### src/rtl/dma2_pkg.sv
package dma2_pkg;

    localparam int ADDR_W = 32;
    localparam int DATA_W = 32;
    localparam int CNT_W  = 16;
    localparam int NCH    = 2;
    localparam int NREQ   = 4;
    localparam int SEL_W  = $clog2(NREQ);

    typedef enum logic [1:0] {
        SZ_BYTE = 2'b00,
        SZ_HALF = 2'b01,
        SZ_WORD = 2'b10
    } xfer_size_e;

    typedef enum logic [1:0] {
        ST_IDLE  = 2'd0,
        ST_READ  = 2'd1,
        ST_WRITE = 2'd2
    } bus_state_e;

    typedef struct packed {
        logic [ADDR_W-1:0] src;
        logic [ADDR_W-1:0] dst;
        logic [CNT_W-1:0]  count;
        xfer_size_e        size;
        logic              burst;
        logic              hw_trig;
        logic [SEL_W-1:0]  req_sel;
        logic              src_inc;
        logic              dst_inc;
    } ch_cfg_t;

    typedef struct packed {
        logic [ADDR_W-1:0] src;
        logic [ADDR_W-1:0] dst;
        xfer_size_e        size;
        logic              burst;
        logic              last;
    } ch_view_t;

    function automatic logic [ADDR_W-1:0] size_step(input xfer_size_e s);
        case (s)
            SZ_BYTE: size_step = ADDR_W'(1);
            SZ_HALF: size_step = ADDR_W'(2);
            default: size_step = ADDR_W'(4);
        endcase
    endfunction

endpackage

### src/rtl/dma2_channel.sv
module dma2_channel
    import dma2_pkg::*;
(
    input  logic            clk,
    input  logic            rst,
    input  logic            start,
    input  logic            done_clr,
    input  ch_cfg_t         cfg,
    input  logic [NREQ-1:0] periph_req,
    input  logic            xfer_ack,
    output logic            req,
    output logic            busy,
    output logic            done,
    output ch_view_t        view
);

    ch_cfg_t          live;
    logic [CNT_W-1:0] left;

    always_ff @(posedge clk) begin
        if (rst) begin
            live <= '0;
            left <= '0;
            busy <= 1'b0;
            done <= 1'b0;
        end else begin
            if (done_clr) begin
                done <= 1'b0;
            end
            if (start && !busy && (cfg.count != '0)) begin
                live <= cfg;
                left <= cfg.count;
                busy <= 1'b1;
            end else if (xfer_ack && busy) begin
                left <= left - CNT_W'(1);
                if (live.src_inc) begin
                    live.src <= live.src + size_step(live.size);
                end
                if (live.dst_inc) begin
                    live.dst <= live.dst + size_step(live.size);
                end
                if (left == CNT_W'(1)) begin
                    busy <= 1'b0;
                    done <= 1'b1;
                end
            end
        end
    end

    always_comb begin
        req       = busy && (!live.hw_trig || periph_req[live.req_sel]);
        view.src  = live.src;
        view.dst  = live.dst;
        view.size = live.size;
        view.burst = live.burst;
        view.last = (left == CNT_W'(1));
    end

endmodule

### src/rtl/dma2_arbiter.sv
module dma2_arbiter (
    input  logic       rr_mode,
    input  logic [1:0] req,
    input  logic       last_gnt,
    output logic       any,
    output logic       gnt
);

    always_comb begin
        any = |req;
        if (req[0] && req[1]) begin
            gnt = rr_mode ? ~last_gnt : 1'b0;
        end else begin
            gnt = req[1];
        end
    end

endmodule

### src/rtl/dma2_bus_fsm.sv
module dma2_bus_fsm
    import dma2_pkg::*;
(
    input  logic              clk,
    input  logic              rst,
    input  logic              rr_mode,
    input  logic [NCH-1:0]    req,
    input  ch_view_t          view [NCH],
    input  logic              m_ready,
    input  logic [DATA_W-1:0] m_rdata,
    output logic [NCH-1:0]    ack,
    output logic              m_rd,
    output logic              m_wr,
    output logic [ADDR_W-1:0] m_addr,
    output logic [1:0]        m_size,
    output logic [DATA_W-1:0] m_wdata
);

    bus_state_e        state;
    logic              owner;
    logic              last_gnt;
    logic [DATA_W-1:0] data_q;
    logic              arb_any;
    logic              arb_gnt;
    ch_view_t          cur;

    dma2_arbiter u_arb (
        .rr_mode (rr_mode),
        .req     (req),
        .last_gnt(last_gnt),
        .any     (arb_any),
        .gnt     (arb_gnt)
    );

    assign cur = view[owner];

    always_ff @(posedge clk) begin
        if (rst) begin
            state    <= ST_IDLE;
            owner    <= 1'b0;
            last_gnt <= 1'b1;
            data_q   <= '0;
        end else begin
            case (state)
                ST_IDLE: begin
                    if (arb_any) begin
                        owner    <= arb_gnt;
                        last_gnt <= arb_gnt;
                        state    <= ST_READ;
                    end
                end
                ST_READ: begin
                    if (m_ready) begin
                        data_q <= m_rdata;
                        state  <= ST_WRITE;
                    end
                end
                ST_WRITE: begin
                    if (m_ready) begin
                        state <= (cur.burst && !cur.last) ? ST_READ : ST_IDLE;
                    end
                end
                default: state <= ST_IDLE;
            endcase
        end
    end

    always_comb begin
        m_rd    = (state == ST_READ);
        m_wr    = (state == ST_WRITE);
        m_size  = cur.size;
        m_wdata = data_q;
        case (state)
            ST_READ:  m_addr = cur.src;
            ST_WRITE: m_addr = cur.dst;
            default:  m_addr = '0;
        endcase
        ack = '0;
        if (state == ST_WRITE && m_ready) begin
            ack[owner] = 1'b1;
        end
    end

endmodule

### src/rtl/dma2_top.sv
module dma2_top
    import dma2_pkg::*;
(
    input  logic                          clk,
    input  logic                          rst,
    input  logic                          prio_rr,
    input  logic [NCH-1:0]                ch_start,
    input  logic [NCH-1:0]                ch_done_clr,
    input  logic [NCH-1:0][ADDR_W-1:0]    cfg_src,
    input  logic [NCH-1:0][ADDR_W-1:0]    cfg_dst,
    input  logic [NCH-1:0][CNT_W-1:0]     cfg_count,
    input  logic [NCH-1:0][1:0]           cfg_size,
    input  logic [NCH-1:0]                cfg_burst,
    input  logic [NCH-1:0]                cfg_hw_trig,
    input  logic [NCH-1:0][SEL_W-1:0]     cfg_req_sel,
    input  logic [NCH-1:0]                cfg_src_inc,
    input  logic [NCH-1:0]                cfg_dst_inc,
    input  logic [NCH-1:0]                cfg_irq_en,
    input  logic [NREQ-1:0]               periph_req,
    output logic                          m_rd,
    output logic                          m_wr,
    output logic [ADDR_W-1:0]             m_addr,
    output logic [1:0]                    m_size,
    output logic [DATA_W-1:0]             m_wdata,
    input  logic [DATA_W-1:0]             m_rdata,
    input  logic                          m_ready,
    output logic [NCH-1:0]                ch_busy,
    output logic [NCH-1:0]                ch_done,
    output logic [NCH-1:0]                irq
);

    logic [NCH-1:0] ch_req;
    logic [NCH-1:0] ch_ack;
    ch_view_t       ch_view [NCH];

    for (genvar g = 0; g < NCH; g++) begin : g_ch
        ch_cfg_t cfg_g;

        always_comb begin
            cfg_g.src     = cfg_src[g];
            cfg_g.dst     = cfg_dst[g];
            cfg_g.count   = cfg_count[g];
            cfg_g.size    = xfer_size_e'(cfg_size[g]);
            cfg_g.burst   = cfg_burst[g];
            cfg_g.hw_trig = cfg_hw_trig[g];
            cfg_g.req_sel = cfg_req_sel[g];
            cfg_g.src_inc = cfg_src_inc[g];
            cfg_g.dst_inc = cfg_dst_inc[g];
        end

        dma2_channel u_ch (
            .clk       (clk),
            .rst       (rst),
            .start     (ch_start[g]),
            .done_clr  (ch_done_clr[g]),
            .cfg       (cfg_g),
            .periph_req(periph_req),
            .xfer_ack  (ch_ack[g]),
            .req       (ch_req[g]),
            .busy      (ch_busy[g]),
            .done      (ch_done[g]),
            .view      (ch_view[g])
        );

        assign irq[g] = ch_done[g] & cfg_irq_en[g];
    end

    dma2_bus_fsm u_bus (
        .clk    (clk),
        .rst    (rst),
        .rr_mode(prio_rr),
        .req    (ch_req),
        .view   (ch_view),
        .m_ready(m_ready),
        .m_rdata(m_rdata),
        .ack    (ch_ack),
        .m_rd   (m_rd),
        .m_wr   (m_wr),
        .m_addr (m_addr),
        .m_size (m_size),
        .m_wdata(m_wdata)
    );

endmodule

### config.mk
export PLATFORM = sky130hd
export DESIGN_NAME = dma2_top
export DESIGN_NICKNAME = d
export VERILOG_FILES = /design/src/rtl/dma2_pkg.sv /design/src/rtl/dma2_channel.sv /design/src/rtl/dma2_arbiter.sv /design/src/rtl/dma2_bus_fsm.sv /design/src/rtl/dma2_top.sv
export SDC_FILE = /design/constraint.sdc
export NUM_CORES = 1
export LEC_CHECK = 0
export ABC_CLOCK_PERIOD_IN_PS = 6800
export CAP_MARGIN = 25
export CELL_PAD_IN_SITES_DETAIL_PLACEMENT = 2
export CELL_PAD_IN_SITES_GLOBAL_PLACEMENT = 2
export CORE_ASPECT_RATIO = 1.1
export CORE_MARGIN = 2
export CORE_UTILIZATION = 31
export CTS_CLUSTER_SIZE = 28
export DETAILED_ROUTE_END_ITERATION = 12
export MAX_ROUTING_LAYER = met4
export PLACE_DENSITY_LB_ADDON = 0.05
export SYNTH_ARGS = -nofsm -noshare
export SYNTH_HDL_FRONTEND = slang
export SYNTH_SLANG_ARGS = --single-unit
### constraint.sdc
create_clock -name clk -period 6.8 [get_ports clk]
set_input_delay 2.04 -clock clk [delete_from_list [all_inputs] [get_ports clk]]
set_output_delay 2.04 -clock clk [all_outputs]
set_load 0.02 [all_outputs]
==> results.toml, run 1 <==
[critical_path]
cp.arrival_ps = 3240
cp-startpoint = "cfg_irq_en[1]"
r2r_cells = 6
required_ps = 4760
critical_path.endpoint_type = "output pin"
rr_startpoint = "u_bus.owner"
cp-start-kind = "input port"
regToRegSetupSlack_ps = 3030
worstPathMaxFanout = 1
r2r_end = "g_ch[1].u_ch.view[61]"
path_class = "in -> out"

[power_and_ir_drop]
irDropWorstVdd_uv = 171
clockPowerShare = 0.385
switching_share = 0.315
power.density_nw_per_um2 = 245
report.power.total_mw = 4.16
combPwrFrac = 0.245
internal_power_mw = 2.85
power.static_leakage_nw = 5.65
p_sw_mw = 1.31
pwr-share-seq = 0.370

[synth]
synth-xor-area-share = 0.0603
synth_top_family_by_area = "simple AND/OR/NAND/NOR gates"
synthArstFlopShare = 0
synth-seq-area-share = 0.342
synthTopCellsByCount = "216 x dfxtp_1, 180 x nand2_1, 158 x nor2_1"
synth_edf_count = 0
ys_ff_latch = 216
synth_top_flop_cell = "dfxtp_1"
synth.avg_cell_area_um2 = 8.02
synth_compound_area_frac = 0.199
yosysMostFrequentCell = "dfxtp_1"
yosys.area_share.simple = 0.275
ys_types = 64
ys_warn_count = 0
synth.area.mux_share = 0.0561
netlist_area_um2 = 12600
yosysTopAreaCellShare = 0.342
syn_nets = 1816
ys_top_cells_by_area = "dfxtp_1 34%, mux2_2 5.4%, nand2_1 5.4%"
synthAdderAreaFrac = 0.0198
synth_top_area_cell = "dfxtp_1"
syn_inst = 1574

[global_route]
grt_pass1_vias = 14400
grt_usage = 0.266
grtUsageMet1 = 0.300
met2_usage = 0.458
antenna_found_initial = 3
use_met3 = 0.0586
gr-total-overflow = 0
grt_pass1_wl_mm = 85.0
grt_max_degree = 146
grt-busiest-layer = "met2"

[timing]
worst_pin_slew_ps = 974
rsz0062_at_grt = "no"
timing.final.hold_violations = 0
setup-violations-final = 0
fin_crit_sh = 0.776
timing.setup.tns_ps = 0
period_needed_ps = 5280
fmax_ghz = 0.190
skew_ps = 10.7
report.final.slew_viol_count = 0
slew_headroom = 0.350

[cts]
cts_tree = "yes"
hold_buffers = 0
clock_latency_ps = 560
htree_levels = 1
clk_pin_slew_ps = 60
cts_inserted_buffers = 27
clock_sinks = 216
clk_path_buf_depth = 3
cts_setup_buffers = 0
cts_root_buf = "clkbuf_16"
cts_resized = 0

[detailed_routing]
first_iter_violations = 534
drt_first_pass_iters = 5
num_vias = 13200
avgRoutedWirePerCell_um = 23.7
routed_wl_mm = 55.4
detail-route-antenna-nets = 0
drc = 0
routed_via_density = 5.64

[hold_path]
min_from = "u_bus.m_wdata[24]"
holdPathEnd = "u_bus.m_wdata[24]"
holdPathStages = 2
hp-class = "reg -> reg"

[die]
die_area_um2 = 42400
rows = 77
ios = 296
core-area_um2 = 40200
die_w_um = 196
dieHeight_um = 216
start_util = 0.314

[place]
gp_congestion = 0.856
numPortBuffers = 295
hpwl_mm = 41.3

[run]
max_cap_viol_count = 0

[cells_and_area]
final_layout_size_suffix_gt1_frac = 0.0856
synthToLayoutAreaGrowth_pct = 34.5
nNetsFinal = 2045
final_core_util = 0.423
register_area_um2 = 4330
multi_input_area_um2 = 7720
fill_cells = 4502

[outcome]
status = "complete, no violations"
placed cells by master, fill, tap and decap left out, types with 5 or more instances in the layout:
cell	netlist	routed
a21oi_1	96	96
nor4b_1	10	10
a21o_1	8	8
and4_1	18	18
nand2_1	180	180
nand3_1	49	49
a311oi_1	30	30
inv_1	23	23
clkdlybuf4s50_1	0	294
nor3_1	29	29
a22oi_1	37	37
or4_1	21	21
bufinv_16	0	5
clkbuf_8	0	7
or2_2	9	9
o211ai_1	14	14
nor2_1	158	158
and2_1	13	13
nand4_1	30	30
and3_1	22	22
xnor2_1	62	62
nor3b_1	10	10
a31oi_1	17	17
ha_1	20	20
buf_4	5	19
clkinv_2	0	6
nor2b_1	39	39
mux2_2	60	60
a2bb2oi_1	6	6
a211oi_1	81	81
o311ai_0	5	5
o21ai_0	37	37
clkbuf_16	0	27
dfxtp_1	216	215
o211a_1	5	5
xor2_1	25	25
nor4_1	44	44
or3_1	27	27
through the flow:
step	area (µm²)	cells	setup slack [ps]	hold WS [ps]
floorplan	12600	1574	2500	426
global placement	15900	2282	1510	440
detailed placement	16000	2286	1510	452
CTS	16900	2335	1510	460
global route	17000	2339	1470	478
finish	17000	2339	1520	460
state kept, by name, summed over array words and instances (netlist names):
name,cells
g_ch.u_ch.busy,2
g_ch.u_ch.done,2
g_ch.u_ch.left,32
g_ch.u_ch.live,10
g_ch.u_ch.view,134
u_bus.last_gnt,1
u_bus.m_wdata,32
u_bus.owner,1
u_bus.state,2
worst max-delay path, cell delays in order:
cell and delay, ps:
clkdlybuf4s50_1 470, and2_1 130, clkdlybuf4s50_1 600
layout make-up:
type | instances | area share
inverter | 23 | 0.00508
antenna | 3 | 0.000442
timing repair buffer | 321 | 0.190
clock buffer | 37 | 0.0461
clock inverter | 12 | 0.0111
sequential | 216 | 0.255
tap | 513 | 0.0378
multi-input combinational | 1214 | 0.454
kinds of logic (layout without fill, tap and decap cells):
family,count (synthesis),after routing
and+or+nand+nor,680,680
DFF,216,216
muxes,62,62
adders and majority gates,20,20
buffers and inverters,144,393
xor gates and xnor gates,87,87
AOI/OAI and AO/OA,365,365
other,0,3
routing by layer:
metal  part of all wire  vias to the layer above
met2               0.49                      337
li1                   -                     6245
met1               0.41                     6511
met5                  0                        -
met4              0.039                        0
met3              0.060                       90
worst max-delay path by stage:
stage | end | slack (ps) | cells past startpoint
2_1_floorplan | irq[0] | 2500 | 1
3_3_place_gp | irq[1] | 1510 | 3
3_5_place_dp | irq[1] | 1510 | 3
4_1_cts | irq[1] | 1510 | 3
5_1_grt | m_addr[20] | 1470 | 5
6_report | irq[1] | 1520 | 3
power by group through the flow:
| stage | registers [mW] | logic, mW | clock network (mW) |
|---|---|---|---|
| after floorplan | 1.52 | 0.563 | 0 |
| after global placement | 1.56 | 0.961 | 0 |
| after detailed placement | 1.56 | 0.994 | 0 |
| after CTS | 1.54 | 1.00 | 1.64 |
| after global routing | 1.56 | 1.11 | 1.69 |
| final | 1.54 | 1.02 | 1.60 |
(Power assumes the default switching activity.)
==> inputs of run 2 (changes only) <==
--- a/config.mk
+++ b/config.mk
@@ -5,13 +5,13 @@
 export SDC_FILE = /design/constraint.sdc
 export NUM_CORES = 1
 export LEC_CHECK = 0
-export ABC_CLOCK_PERIOD_IN_PS = 6800
+export ABC_CLOCK_PERIOD_IN_PS = 5200
 export CAP_MARGIN = 25
 export CELL_PAD_IN_SITES_DETAIL_PLACEMENT = 2
 export CELL_PAD_IN_SITES_GLOBAL_PLACEMENT = 2
 export CORE_ASPECT_RATIO = 1.1
 export CORE_MARGIN = 2
-export CORE_UTILIZATION = 31
+export CORE_UTILIZATION = 29
 export CTS_CLUSTER_SIZE = 28
 export DETAILED_ROUTE_END_ITERATION = 12
 export MAX_ROUTING_LAYER = met4
==> constraint.sdc (replaced) <==
create_clock -name clk -period 5.2 [get_ports clk]
set_input_delay 1.56 -clock clk [delete_from_list [all_inputs] [get_ports clk]]
set_output_delay 1.56 -clock clk [all_outputs]
set_load 0.02 [all_outputs]
==> run 2 against run 1 <==
Critical path depth up 3. Via count up 0.55%. Design area about the same. Critical endpoint is now m_addr[0]. Highest routed layer unchanged.
==> results.toml, run 2 (same netlist as run 1, synthesis figures left out) <==
[outcome]
status = "complete, no violations"

[die]
ios = 296
dieHeight_um = 223
die_w_um = 203
die_area_um2 = 45200
start_util = 0.293
core-area_um2 = 43100
rows = 80

[global_route]
grt_pass1_wl_mm = 86.9
grt_usage = 0.254
grt_pass1_vias = 14600
grt_max_degree = 123
antenna_found_initial = 3
gr-total-overflow = 0

[cts]
cts_resized = 0
hold_buffers = 0
cts_inserted_buffers = 28
clk_pin_slew_ps = 60
cts_root_buf = "clkbuf_16"
clock_latency_ps = 570
cts_tree = "yes"
cts_setup_buffers = 0
htree_levels = 1
clock_sinks = 216
clk_path_buf_depth = 3

[timing]
fin_crit_sh = 0.893
skew_ps = 11.3
report.final.slew_viol_count = 0
timing.final.hold_violations = 0
fmax_ghz = 0.215
rsz0062_at_grt = "no"
holdWs_ps = 457
worst_pin_slew_ps = 892
timing.setup.tns_ps = 0
setup-violations-final = 0
period_needed_ps = 4640
slew_headroom = 0.403

[power_and_ir_drop]
power.static_leakage_nw = 5.62
irDropWorstVdd_uv = 260
power.density_nw_per_um2 = 306

[detailed_routing]
detail-route-antenna-nets = 0
routed_via_density = 5.51
drt_first_pass_iters = 5
drc = 0
num_vias = 13300
routed_wl_mm = 56.5
first_iter_violations = 465
avgRoutedWirePerCell_um = 23.5

[cells_and_area]
synthToLayoutAreaGrowth_pct = 34.4
fin_cells = 2406
fill_cells = 4878
largest_reg_flops = 134
final_common_cell = "clkdlybuf4s50_1"
final_layout_size_suffix_gt1_frac = 0.0858
nNetsFinal = 2053
most-common-layout-cells = "294 x clkdlybuf4s50_1, 215 x dfxtp_1, 180 x nand2_1"

[critical_path]
path_cells = "inv_1, ha_1, buf_4, a22oi_1, nor2b_1, clkdlybuf4s50_1"
cp.arrival_ps = 3080
crit_path_top_delay_cell = "clkdlybuf4s50_1"
regToRegSetupSlack_ps = 1970
rr_startpoint = "u_bus.state[0]"
r2r_cells = 8
critical_path.endpoint_type = "output pin"
r2r_end = "g_ch[0].u_ch.view[67]"
path_class = "reg -> out"
worstPathMaxFanout = 27
cp-start-kind = "register"
cp-startpoint = "u_bus.state[0]"
critPathMaxStageDelay_ps = 690
required_ps = 3640

[place]
gp_congestion = 0.838
hpwl_mm = 42.6
numPortBuffers = 295
dp_cells = 2355

[hold_path]
holdPathEnd = "u_bus.m_wdata[22]"
min_from = "u_bus.m_wdata[22]"
holdPathStages = 2
hp-class = "reg -> reg"

[run]
max_cap_viol_count = 0
## run 2: cell types whose count changed in the layout (fill, tap and decap cells not counted), moves of 2 or more
cell and delta:
clkbuf_1 +6, clkbuf_8 -2, buf_4 +9, bufinv_16 -5, clkbuf_16 +2
## run 2: worst max path at each step
stage	slack (ps)	cells past startpoint	to
final	560	6	m_addr[0]
after global routing	370	6	m_addr[0]
after CTS	510	6	m_addr[31]
after detailed placement	810	7	g_ch[1].u_ch.view[65]
after global placement	860	7	g_ch[1].u_ch.view[65]
after floorplan	1790	5	g_ch[0].u_ch.view[10]
## run 2: cell type report
class,instances,area [µm²],area share
multi-input combinational,1214,7720,0.455
antenna,3,7.51,0.000442
clock inverter,5,25.0,0.00147
sequential,216,4330,0.255
timing repair buffer,328,3260,0.192
clock buffer,43,828,0.0488
tap,574,718,0.0423
inverter,23,86.3,0.00509
## run 2: routing by layer
layer / track usage / part of all wire / up-vias
met4: 0.0841 / 0.036 / 0
met2: 0.440 / 0.49 / 315
met1: 0.291 / 0.41 / 6594
met5: - / 0 / -
met3: 0.0523 / 0.057 / 93
li1: - / - / 6254
## run 2: stage by stage
| stage | setup WS [ps] | power (mW) | cell area (µm²) | util |
|---|---|---|---|---|
| global placement | 863 | 3.31 | 16100 | 0.373 |
| CTS | 510 | 5.26 | 17000 | 0.393 |
| global route | 371 | 5.46 | 17000 | 0.393 |
| floorplan | 1790 | 2.72 | 12600 | - |
| detailed placement | 805 | 3.36 | 16100 | 0.373 |
| finish | 558 | 5.20 | 17000 | 0.393 |
## run 2: report_power, final
part           internal (mW)  switching, mW  leakage (nW)  total [mW]
combinational          0.611          0.697          3.42        1.31
sequential              1.81          0.213          1.78        2.02
clock                   1.08          0.791         0.424        1.87
## run 2: worst max-delay path, delay by kind of cell, from the launching register on
family | cells | cell delay (ps)
simple gates | 1 | 310
compound gates | 1 | 130
flops | 1 | 320
buf+inv | 3 | 1220
fa+ha+maj | 1 | 540
==> inputs of run 3 (changes only) <==
--- a/config.mk
+++ b/config.mk
@@ -16,6 +16,7 @@
 export DETAILED_ROUTE_END_ITERATION = 12
 export MAX_ROUTING_LAYER = met4
 export PLACE_DENSITY_LB_ADDON = 0.05
+export SKIP_LAST_GASP = 1
 export SYNTH_ARGS = -nofsm -noshare
 export SYNTH_HDL_FRONTEND = slang
 export SYNTH_SLANG_ARGS = --single-unit
==> results of run 3 <==
Same layout as run 2: the final DEF is identical, and so are final timing and power.
